<file path="src/rtl/ccirq_pkg.sv">
package ccirq_pkg;
  typedef enum logic [1:0] {
    OP_NONE = 2'd0,
    OP_INC  = 2'd1,
    OP_DEC  = 2'd2,
    OP_SHF  = 2'd3
  } cop_t;

  localparam int NSRC    = 5;
  // rank order is the service priority
  localparam int SRC_TMR = 0;
  localparam int SRC_DSP = 1;
  localparam int SRC_KEY = 2;
  localparam int SRC_UPL = 3;
  localparam int SRC_ERR = 4;
endpackage

</file>
<file path="src/rtl/ccirq_first.sv">
module ccirq_first #(
  parameter int W  = 8,
  parameter int IW = (W > 1) ? $clog2(W) : 1
) (
  input  logic [W-1:0]  vec,
  output logic          found,
  output logic [IW-1:0] idx
);
  // lowest set bit wins: scan downward so the last hit is the lowest
  always_comb begin
    found = |vec;
    idx   = '0;
    for (int i = W - 1; i >= 0; i--) begin
      if (vec[i]) idx = IW'(i);
    end
  end
endmodule

</file>
<file path="src/rtl/ccirq_cnt_sched.sv">
module ccirq_cnt_sched
  import ccirq_pkg::*;
#(
  parameter int NCNT      = 20,
  parameter int UPL_IDX   = 12,
  parameter int WORD_BITS = 16,
  localparam int IW       = $clog2(NCNT),
  localparam int CW       = $clog2(WORD_BITS)
) (
  input  logic            clk,
  input  logic            rst,
  input  logic [NCNT-1:0] inc_req,
  input  logic [NCNT-1:0] dec_req,
  input  logic [NCNT-1:0] shf_req,
  input  logic            grant,
  output logic            has_req,
  output logic            cyc_vld,
  output logic [IW-1:0]   cyc_idx,
  output cop_t            cyc_op,
  output logic            word_done
);
  logic [NCNT-1:0] p_inc, p_dec, p_shf, busy;
  logic [NCNT-1:0] clr_inc, clr_dec, clr_shf;
  logic            found, issue, upl_shift;
  logic [IW-1:0]   sel;
  cop_t            op;
  logic [CW-1:0]   bit_cnt;

  assign busy    = p_inc | p_dec | p_shf;
  assign has_req = found;

  ccirq_first #(.W(NCNT), .IW(IW)) u_pick (
    .vec  (busy),
    .found(found),
    .idx  (sel)
  );

  always_comb begin
    if (p_inc[sel])      op = OP_INC;
    else if (p_dec[sel]) op = OP_DEC;
    else                 op = OP_SHF;
    issue   = grant && found;
    clr_inc = '0;
    clr_dec = '0;
    clr_shf = '0;
    if (issue) begin
      case (op)
        OP_INC:  clr_inc[sel] = 1'b1;
        OP_DEC:  clr_dec[sel] = 1'b1;
        default: clr_shf[sel] = 1'b1;
      endcase
    end
    upl_shift = issue && (op == OP_SHF) && (sel == IW'(UPL_IDX));
  end

  always_ff @(posedge clk) begin
    if (rst) begin
      p_inc     <= '0;
      p_dec     <= '0;
      p_shf     <= '0;
      cyc_vld   <= 1'b0;
      cyc_idx   <= '0;
      cyc_op    <= OP_NONE;
      bit_cnt   <= '0;
      word_done <= 1'b0;
    end else begin
      p_inc   <= (p_inc & ~clr_inc) | inc_req;
      p_dec   <= (p_dec & ~clr_dec) | dec_req;
      p_shf   <= (p_shf & ~clr_shf) | shf_req;
      cyc_vld <= issue;
      cyc_idx <= issue ? sel : '0;
      cyc_op  <= issue ? op : OP_NONE;
      word_done <= 1'b0;
      if (upl_shift) begin
        if (bit_cnt == CW'(WORD_BITS - 1)) begin
          bit_cnt   <= '0;
          word_done <= 1'b1;
        end else begin
          bit_cnt <= bit_cnt + 1'b1;
        end
      end
    end
  end


  issue_after_grant_chk: assert property (@(posedge clk) disable iff (rst)
    cyc_vld |-> $past(grant));


  word_on_uplink_shift_chk: assert property (@(posedge clk) disable iff (rst)
    word_done |-> (cyc_vld && cyc_op == OP_SHF && cyc_idx == IW'(UPL_IDX)));
endmodule

</file>
<file path="src/rtl/ccirq_irq_ctrl.sv">
module ccirq_irq_ctrl
  import ccirq_pkg::*;
#(
  parameter int AW       = 12,
  parameter int VEC_BASE = 'h400,
  parameter int VEC_STEP = 4
) (
  input  logic            clk,
  input  logic            rst,
  input  logic [NSRC-1:0] src_evt,
  input  logic            free_slot,
  input  logic [AW-1:0]   pc_in,
  input  logic            inhint,
  input  logic            relint,
  input  logic            edrupt,
  input  logic            resume,
  output logic            irq_take,
  output logic [AW-1:0]   irq_vec,
  output logic            pc_load,
  output logic [AW-1:0]   pc_out
);
  localparam int SW = $clog2(NSRC);

  logic [NSRC-1:0] pend, clr;
  logic            found, take, inh, active;
  logic [SW-1:0]   sel;
  logic [AW-1:0]   saved_pc;

  ccirq_first #(.W(NSRC), .IW(SW)) u_rank (
    .vec  (pend),
    .found(found),
    .idx  (sel)
  );

  always_comb begin
    take = free_slot && found && !inh && !active;
    clr  = '0;
    if (take) clr[sel] = 1'b1;
  end

  always_ff @(posedge clk) begin
    if (rst) begin
      pend     <= '0;
      inh      <= 1'b0;
      active   <= 1'b0;
      saved_pc <= '0;
      irq_take <= 1'b0;
      irq_vec  <= '0;
      pc_load  <= 1'b0;
      pc_out   <= '0;
    end else begin
      pend     <= (pend & ~clr) | src_evt;
      irq_take <= take;
      irq_vec  <= take ? AW'(VEC_BASE + int'(sel) * VEC_STEP) : '0;
      if (inhint)      inh <= 1'b1;
      else if (relint) inh <= 1'b0;
      if (take || edrupt) begin
        saved_pc <= pc_in;
        active   <= 1'b1;
      end else if (resume) begin
        active <= 1'b0;
      end
      pc_load <= resume;
      pc_out  <= resume ? saved_pc : '0;
    end
  end


  no_back_to_back_take_chk: assert property (@(posedge clk) disable iff (rst)
    irq_take |=> !irq_take);


  take_not_inhibited_chk: assert property (@(posedge clk) disable iff (rst)
    irq_take |-> !$past(inh));


  vector_range_chk: assert property (@(posedge clk) disable iff (rst)
    irq_take |-> (irq_vec >= AW'(VEC_BASE) &&
                  irq_vec <= AW'(VEC_BASE + (NSRC - 1) * VEC_STEP)));


  resume_pc_chk: assert property (@(posedge clk) disable iff (rst)
    pc_load |-> (pc_out == $past(saved_pc)));
endmodule

</file>
<file path="src/rtl/stealcyc_irq_ctrl.sv">
module stealcyc_irq_ctrl
  import ccirq_pkg::*;
#(
  parameter int NCNT      = 20,
  parameter int AW        = 12,
  parameter int TMR_IDX   = 1,
  parameter int DSP_IDX   = 3,
  parameter int UPL_IDX   = 12,
  parameter int WORD_BITS = 16,
  parameter int VEC_BASE  = 'h400,
  parameter int VEC_STEP  = 4
) (
  input  logic                    clk,
  input  logic                    rst,
  input  logic [NCNT-1:0]         inc_req,
  input  logic [NCNT-1:0]         dec_req,
  input  logic [NCNT-1:0]         shf_req,
  input  logic                    slot,
  input  logic                    cyc_ovf,
  input  logic                    err_evt,
  input  logic                    key_evt,
  input  logic                    inhint,
  input  logic                    relint,
  input  logic                    edrupt,
  input  logic                    resume,
  input  logic [AW-1:0]           pc_in,
  output logic                    cyc_vld,
  output logic [$clog2(NCNT)-1:0] cyc_idx,
  output logic [1:0]              cyc_op,
  output logic                    irq_take,
  output logic [AW-1:0]           irq_vec,
  output logic                    pc_load,
  output logic [AW-1:0]           pc_out
);
  localparam int IW = $clog2(NCNT);

  logic            has_req, word_done;
  cop_t            op_q;
  logic [NSRC-1:0] src_evt;

  ccirq_cnt_sched #(
    .NCNT(NCNT), .UPL_IDX(UPL_IDX), .WORD_BITS(WORD_BITS)
  ) u_sched (
    .clk      (clk),
    .rst      (rst),
    .inc_req  (inc_req),
    .dec_req  (dec_req),
    .shf_req  (shf_req),
    .grant    (slot),
    .has_req  (has_req),
    .cyc_vld  (cyc_vld),
    .cyc_idx  (cyc_idx),
    .cyc_op   (op_q),
    .word_done(word_done)
  );

  assign cyc_op = op_q;

  always_comb begin
    src_evt          = '0;
    src_evt[SRC_TMR] = cyc_vld && cyc_ovf && (cyc_idx == IW'(TMR_IDX));
    src_evt[SRC_DSP] = cyc_vld && cyc_ovf && (cyc_idx == IW'(DSP_IDX));
    src_evt[SRC_KEY] = key_evt;
    src_evt[SRC_UPL] = word_done;
    src_evt[SRC_ERR] = err_evt;
  end

  ccirq_irq_ctrl #(
    .AW(AW), .VEC_BASE(VEC_BASE), .VEC_STEP(VEC_STEP)
  ) u_irq (
    .clk      (clk),
    .rst      (rst),
    .src_evt  (src_evt),
    .free_slot(slot && !has_req),
    .pc_in    (pc_in),
    .inhint   (inhint),
    .relint   (relint),
    .edrupt   (edrupt),
    .resume   (resume),
    .irq_take (irq_take),
    .irq_vec  (irq_vec),
    .pc_load  (pc_load),
    .pc_out   (pc_out)
  );


  one_action_per_slot_chk: assert property (@(posedge clk) disable iff (rst)
    $onehot0({cyc_vld, irq_take}));
endmodule

</file>
<file path="config.mk">
export PLATFORM = sky130hd
export DESIGN_NAME = stealcyc_irq_ctrl
export DESIGN_NICKNAME = d
export VERILOG_FILES = /design/src/rtl/ccirq_pkg.sv /design/src/rtl/ccirq_first.sv /design/src/rtl/ccirq_cnt_sched.sv /design/src/rtl/ccirq_irq_ctrl.sv /design/src/rtl/stealcyc_irq_ctrl.sv
export SDC_FILE = /design/constraint.sdc
export NUM_CORES = 1
export LEC_CHECK = 0
export BUFFER_PORTS_ARGS = -buffer_cell sky130_fd_sc_hd__clkbuf_2
export CORE_MARGIN = 4
export CORE_UTILIZATION = 30
export DETAILED_ROUTE_END_ITERATION = 8
export PLACE_DENSITY_LB_ADDON = 0.2
export SLEW_MARGIN = 5
export SYNTH_ARGS = -nofsm -noshare
export SYNTH_HDL_FRONTEND = slang
export SYNTH_SLANG_ARGS = --single-unit
</file>
<file path="constraint.sdc">
create_clock -name clk -period 3.6 [get_ports clk]
set_input_delay 0.72 -clock clk [delete_from_list [all_inputs] [get_ports clk]]
set_output_delay 0.72 -clock clk [all_outputs]
set_load 0.1 [all_outputs]
</file>
Yosys cells after proc, flatten, opt, wreduce, memory -nomap -nowiden
Cells that the tools add are included.
Word-level totals
  register bits: 118
  input bits: 82
  output and inout port bits: 34
  word-level logic and storage cells: 120
Operators by class
  $add $sub $neg: 2
  magnitude comparators: 4
  equality and inequality tests: 7
  muxes and demuxes: 48
  bitwise operators: 18
  reductions and logical operators: 25
Operator list (count)
  2-to-1 mux 20 bit: 6
  2-to-1 mux 5 bit: 21
  bitwise OR 20 bit: 5
  bitwise AND 20 bit: 3
  NOT 20 bit: 3
  OR reduction 20 bit: 1
  2-to-1 mux 3 bit: 5
  adder 11 x 5 -> 12 bit (first input constant): 1
  logical AND 1 bit: 12
  binary-select mux 1 bit (select 5 bit): 2
  2-to-1 mux 1 bit: 10
  OR reduction 2 bit: 5
  < comparator 5 x 6 -> 1 bit (second input constant): 1
  bitwise AND 5 bit: 1
  demux 1 bit (select 5 bit): 1
  == test 5 x 1 -> 1 bit (second input constant): 1
  == test 5 x 2 -> 1 bit (second input constant): 1
  == test 5 x 4 -> 1 bit (second input constant): 1
  >= comparator 5 x 1 -> 1 bit (second input constant): 1
  NOT 5 bit: 1
  bitwise OR 5 bit: 1
  OR reduction 5 bit: 1
  adder 4 x 1 -> 4 bit (second input constant): 1
  == test 2 bit (second input constant): 2
  11 further kinds: 17

Logic depth before layout (Yosys ltp)
  depth after elaboration: 33
  mapped depth: 11

Hierarchy
Synthesis repeated with hierarchy kept, for this count alone.
Second synthesis, totals
  cell total of the unflattened synthesis: 571
  area, all modules: 4953.5 µm²
By module, submodules not included
  ccirq_cnt_sched: instances 1, cells each 386, area each 3250.6 µm², seq. area each 1461.4 µm²
  ccirq_irq_ctrl: instances 1, cells each 133, area each 1381.3 µm², seq. area each 740.7 µm²
  ccirq_first at u_sched.u_pick: instances 1, cells each 39, area each 231.5 µm², seq. area each 0.0 µm²
  ccirq_first at u_irq.u_rank: instances 1, cells each 8, area each 48.8 µm², seq. area each 0.0 µm²
  stealcyc_irq_ctrl: instances 1, cells each 5, area each 41.3 µm², seq. area each 0.0 µm²

Worst setup path before layout
OpenSTA, ideal clock, no wires.
  path type: register -> register
  start point: register u_sched.p_inc[0]
  end point: register u_sched.p_inc[16]
  data arrival time: 2.979 ns
  path slack: 0.489 ns
  stages on the path, launching flop included: 11
  buffers on the path: 2
  cell sequence: dfxtp_1 -> nor3_1 -> a21boi_0 -> nor4b_4 -> a21o_1 -> buf_2 -> mux2_4 -> a221o_1 -> buf_2 -> o41ai_1 -> a21oi_1
On the way
  longest elaborated chain between the ends: 13
  elaborated cells between the ends (all ways): 22
Ends and longest elaborated chain
  from (decl): RTL line ccirq_cnt_sched.sv:22  | logic [NCNT-1:0] p_inc, p_dec, p_shf, busy;
  from (signal assigned): RTL line ccirq_cnt_sched.sv:67  | p_inc <= (p_inc & ~clr_inc) | inc_req;
  bitwise OR 20 bit (2 in a row): RTL line ccirq_cnt_sched.sv:29  | assign busy = p_inc | p_dec | p_shf;
  2-to-1 mux 5 bit: RTL line ccirq_first.sv:14  | if (vec[i]) idx = IW'(i);
  binary-select mux 1 bit (select 5 bit): RTL line ccirq_cnt_sched.sv:40  | else if (p_dec[sel]) op = OP_DEC;
  2-to-1 mux 1 bit (not written as such): RTL line ccirq_cnt_sched.sv:40
  2-to-1 mux 1 bit: RTL line ccirq_cnt_sched.sv:40
  2-to-1 mux 2 bit: RTL line ccirq_cnt_sched.sv:39  | if (p_inc[sel]) op = OP_INC;
  == test 2 x 1 -> 1 bit: RTL line ccirq_cnt_sched.sv:47  | case (op)
  2-to-1 mux 20 bit: RTL line ccirq_cnt_sched.sv:47
  2-to-1 mux 20 bit *: RTL line ccirq_cnt_sched.sv:46  | if (issue) begin
  NOT 20 bit *: RTL line ccirq_cnt_sched.sv:67
  bitwise AND 20 bit *: RTL line ccirq_cnt_sched.sv:67
  bitwise OR 20 bit *: RTL line ccirq_cnt_sched.sv:67
Every way passes the cells marked *; elsewhere a longest branch is shown, timed or not. The select of a mux whose other input is x is not followed.
A chain may end at the register's enable or synchronous reset.

Worst setup path in the final report
  start point: register u_sched.p_inc[2]
  end point: register u_sched.p_inc[8]
On the way
  longest elaborated chain between the ends: 15
  elaborated cells between the ends (all ways): 24
Ends and longest elaborated chain (RTL line)
  bitwise OR 20 bit (2 in a row): ccirq_cnt_sched.sv:29
  2-to-1 mux 5 bit (3 in a row): ccirq_first.sv:14
  binary-select mux 1 bit (select 5 bit): ccirq_cnt_sched.sv:40
  2-to-1 mux 1 bit (not written as such): ccirq_cnt_sched.sv:40
  2-to-1 mux 1 bit: ccirq_cnt_sched.sv:40
  2-to-1 mux 2 bit: ccirq_cnt_sched.sv:39
  == test 2 x 1 -> 1 bit: ccirq_cnt_sched.sv:47
  2-to-1 mux 20 bit: ccirq_cnt_sched.sv:47
  2-to-1 mux 20 bit *: ccirq_cnt_sched.sv:46
  NOT 20 bit *: ccirq_cnt_sched.sv:67
  bitwise AND 20 bit *: ccirq_cnt_sched.sv:67
  bitwise OR 20 bit *: ccirq_cnt_sched.sv:67
Marks and branches as above.

==> summary.md <==
| Metric | Value |
|---|---|
| Status | `complete, no violations` |
| CP max-delay cell | `a221o_1` |
| Critical R2R Capture | `u_sched.p_inc[8]$_SDFF_PP0_` |
| CTS tree | `yes` |
| Synth Flop Type | `dfxtp_1` |
| Slew @ Worst Pin | `636.0 ps` |
| Flop and latch count out of synthesis | `110` |
| Max rail drop VDD | `0.2230 mV` |
| XOR/XNOR share of the synthesized area | `0%` |
| Max FO, Critical Path | `12` |
| Critical R2R Launch | `u_sched.p_inc[2]$_SDFF_PP0_` |
| Crit path capture type | `flop` |
| RSZ-0062 raised after global routing | `false` |
| Static Leak | `2.761 nW` |
| TritonCTS buffer count | `9` |
| IO buf count | `107` |
| Sw Share | `31.74%` |
| Clock power share | `34.5%` |
| Vias in the first global route | `4889` |
| First-pass GRT wire length | `26140 microns` |
| Core Region | `16640 sq um` |
| Post-synth top cells | `110 x dfxtp_1, 106 x nor2_1, 33 x a21oi_1, 33 x inv_1, 29 x a211oi_1` |
| Final HPWL DP | `12880 microns` |
| Arr. time, crit path | `3640 ps` |
| Reg power frac | `46.1%` |
| Post-layout util | `38.28%` |
| Synth cell types | `61` |
| Highest Clock Rate | `292.3 MHz` |
| Synth top area cells | `dfxtp_1 43%, nor2_1 7.8%, a211oi_1 4.3%, mux2i_1 3.9%, a21oi_1 3.2%` |
| Worst setup path start | `u_sched.p_inc[2]$_SDFF_PP0_` |
| Drt pass-1 iters | `5` |
| P_int | `1.990 mW` |
| Slowest stage delay, CP | `520 ps` |
| Worst EP required | `3820 ps` |
| Hold Path End | `u_irq.pend[3]$_SDFF_PP0_` |
| Die Span Y | `138.5 microns` |
| DR WL/cell | `17.12 microns` |
| Slew margin rel. | `57.52%` |
| Met1 global-route usage | `22.67%` |
| Clk buf depth | `2` |
| Avg Inst Size Synth | `8.574 sq um` |
| Area Growth Syn to Fin | `24.68%` |
| Pwr Density | `457.6 nW/um^2` |
| Comb power frac | `19.4%` |
| Post-DP Area | `6062 sq um` |
| Clk slew on worst S/H paths | `80 ps` |
| Met3 GRT Util | `3.833%` |
| Post-CTS setup buffer count | `0` |
| Post-CTS Hold Buffers | `0` |
| Met2 global-route usage | `27.03%` |
| Largest net degree at the start of global routing | `47` |
| # IOs | `116` |
| Final worst path period need | `3421 ps` |
| Most common cell in the synthesized netlist | `dfxtp_1` |
| HP Start | `u_sched.word_done$_SDFF_PP0_` |
| Row cnt | `47` |
| Adder-Cell Fraction of Synth Area | `0.2449%` |
| Post-synthesis mux area share | `4.652%` |
| Layout Nets | `808` |
| Final wirelength | `16270 microns` |
| Die area | `19190 sq um` |
| Synthesized area | `5110 sq um` |
| Share of post-route cells with drive strength above 1 | `25.89%` |
| DRC viols | `0` |
| # H-tree levels | `3` |
| Max-cap violations | `0` |
| Drt initial violations | `339` |
| Simple-Gate Fraction of Synth Area | `22.38%` |
| Leading area contributor after synthesis | `dfxtp_1` |
| Crit start category | `flop` |
| Post-synth EDFFs | `0` |
| Initial Util | `30.70%` |
| Routed vias/inst | `5.103` |
| Fin Setup TNS | `0 ps` |
| Clock Latency Late Sink | `360 ps` |
| Final instance area | `6371 sq um` |
| Clock Skew | `8.875 ps` |
| Initial antenna violation count | `0` |
| Largest family of logic cells by synthesized area | `compound AO/OA/AOI/OAI gates` |
| N_diodes | `0` |
| Hold crit path type | `flop to flop` |
| Grt peak-use layer | `met2` |
| Hold path depth | `2` |
| Slew Limit Fails | `0` |
| Die Wd | `138.5 microns` |
| CTS resizes | `0` |
| Setup violations, final | `0` |
| Final WS setup | `178.6 ps` |
| GRT Overall Usage | `16.73%` |
| Synth Area in Compound Gates | `23.80%` |
| Yosys warnings | `0` |
| CTS root buf | `clkbuf_16` |
| R2R depth | `9` |
| Crit Path Class | `flop to flop` |
| P_sw | `0.9253 mW` |
| Syn Inst Count | `596` |
| Post-detailed-route count of antenna-violating nets | `0` |
| WHS | `448.5 ps` |
| Pre-CTS WS | `145.2 ps` |
| Final hold violation count | `0` |
| Reg2Reg Setup Slack | `180 ps` |
| Via count | `4848` |
| Crit share post-route | `95.04%` |
| Fraction of registers with async set/reset | `0%` |
| Seq/Total Area, Yosys | `43.10%` |
| Area share of the largest cell type after synthesis | `43.10%` |
| GP Congestion | `0.9482` |
| CP Cell Sequence | `or3_1 > a21boi_0 > nor4b_4 > a21o_1 > mux2_4 > a221o_1 > buf_4 > o31ai_1 > a21oi_1` |
| Clock sinks | `110` |
| GRT overflow | `0` |
[area by class of cell]
cell class / count / area [sq um]
Clock buffer: 10 / 239.0
Inverter: 33 / 123.9
Tap cell: 220 / 275.3
Fill cell: 1719 / 10270
Timing Repair Buffer: 145 / 820.8
Sequential cell: 110 / 2202
Clock inverter: 6 / 60.06
Multi-Input combinational cell: 426 / 2650
[worst max-delay path: cells and delay by family (launching register included)]
kind	cells	cell delay [ps]
AOI/OAI and AO/OA	5	1530
buffers and inverters	1	270
DFF	1	330
muxes	1	350
and+or+nand+nor	2	770
[power by group through the flow]
stage	Sequential [mW]	Combinational (mW)	Clock, mW
after global placement	1.37	0.560	0
after detailed placement	1.37	0.563	0
after global routing	1.35	0.611	1.07
after CTS	1.34	0.565	1.04
after floorplan	1.40	0.312	0
final	1.34	0.565	1.01
[layout by cell type (no fill, tap or decap), drive strengths merged, types with 3 or more instances in the layout]
cell and count:
dfxtp 110, or2 3, o211a 3, a21oi 35, nand3 10, or3 9, nor4 3, a221oi 3
conb 8, nand4 8, o31ai 14, mux2 3, and3 4, inv 38, o22ai 4, a31oi 3
a41oi 3, and4 3, nor2b 5, o211ai 7, and2 15, nor2 106, a211o 5, clkbuf 116
nor3 32, buf 39, o41ai 9, nand2b 4, mux2i 20, a311oi 7, o21ai 12, nand2 26
a211oi 39
[layer usage]
metal,vias to the layer above,wire length (microns)
met3,17,1042
met5,-,0
met4,0,226
met1,2262,7540
met2,161,7456
li1,2408,-
[state kept, by name, indices dropped and copies added, names as in the netlist, 2 cells and up]
| register | count |
|---|---|
| u_irq.irq_vec | 4 |
| u_irq.pc_out | 12 |
| u_irq.pend | 5 |
| u_irq.saved_pc | 12 |
| u_sched.bit_cnt | 4 |
| u_sched.cyc_idx | 5 |
| u_sched.cyc_op | 2 |
| u_sched.p_dec | 20 |
| u_sched.p_inc | 20 |
| u_sched.p_shf | 20 |
[through the flow]
stage          instances  power (mW)
5_1_grt              950       3.038
4_1_cts              950       2.944
3_3_place_gp         934       1.930
3_5_place_dp         934       1.934
6_report             950       2.916
2_1_floorplan        603       1.713
[worst max path at each step]
| stage | end | slack, ps | depth (start not counted) |
|---|---|---|---|
| 3_3_place_gp | u_sched.p_inc[17]$_SDFF_PP0_ | 160 | 10 |
| 6_report | u_sched.p_inc[8]$_SDFF_PP0_ | 180 | 9 |
| 4_1_cts | u_sched.p_inc[8]$_SDFF_PP0_ | 140 | 10 |
| 3_5_place_dp | u_sched.p_inc[8]$_SDFF_PP0_ | 150 | 10 |
| 5_1_grt | u_sched.p_inc[10]$_SDFF_PP0_ | 30 | 9 |
| 2_1_floorplan | u_sched.p_inc[16]$_SDFF_PP0_ | 490 | 10 |
[cells by family (layout without fill, tap and decap cells)]
kind of cell | Yosys count | in the layout
mux | 23 | 23
compound gates | 159 | 159
flops | 110 | 110
other cells | 1 | 8
fa+ha+maj | 1 | 1
simple gates | 235 | 235
buf+inv | 67 | 194
Note: power is estimated with default switching activity, not from simulation.
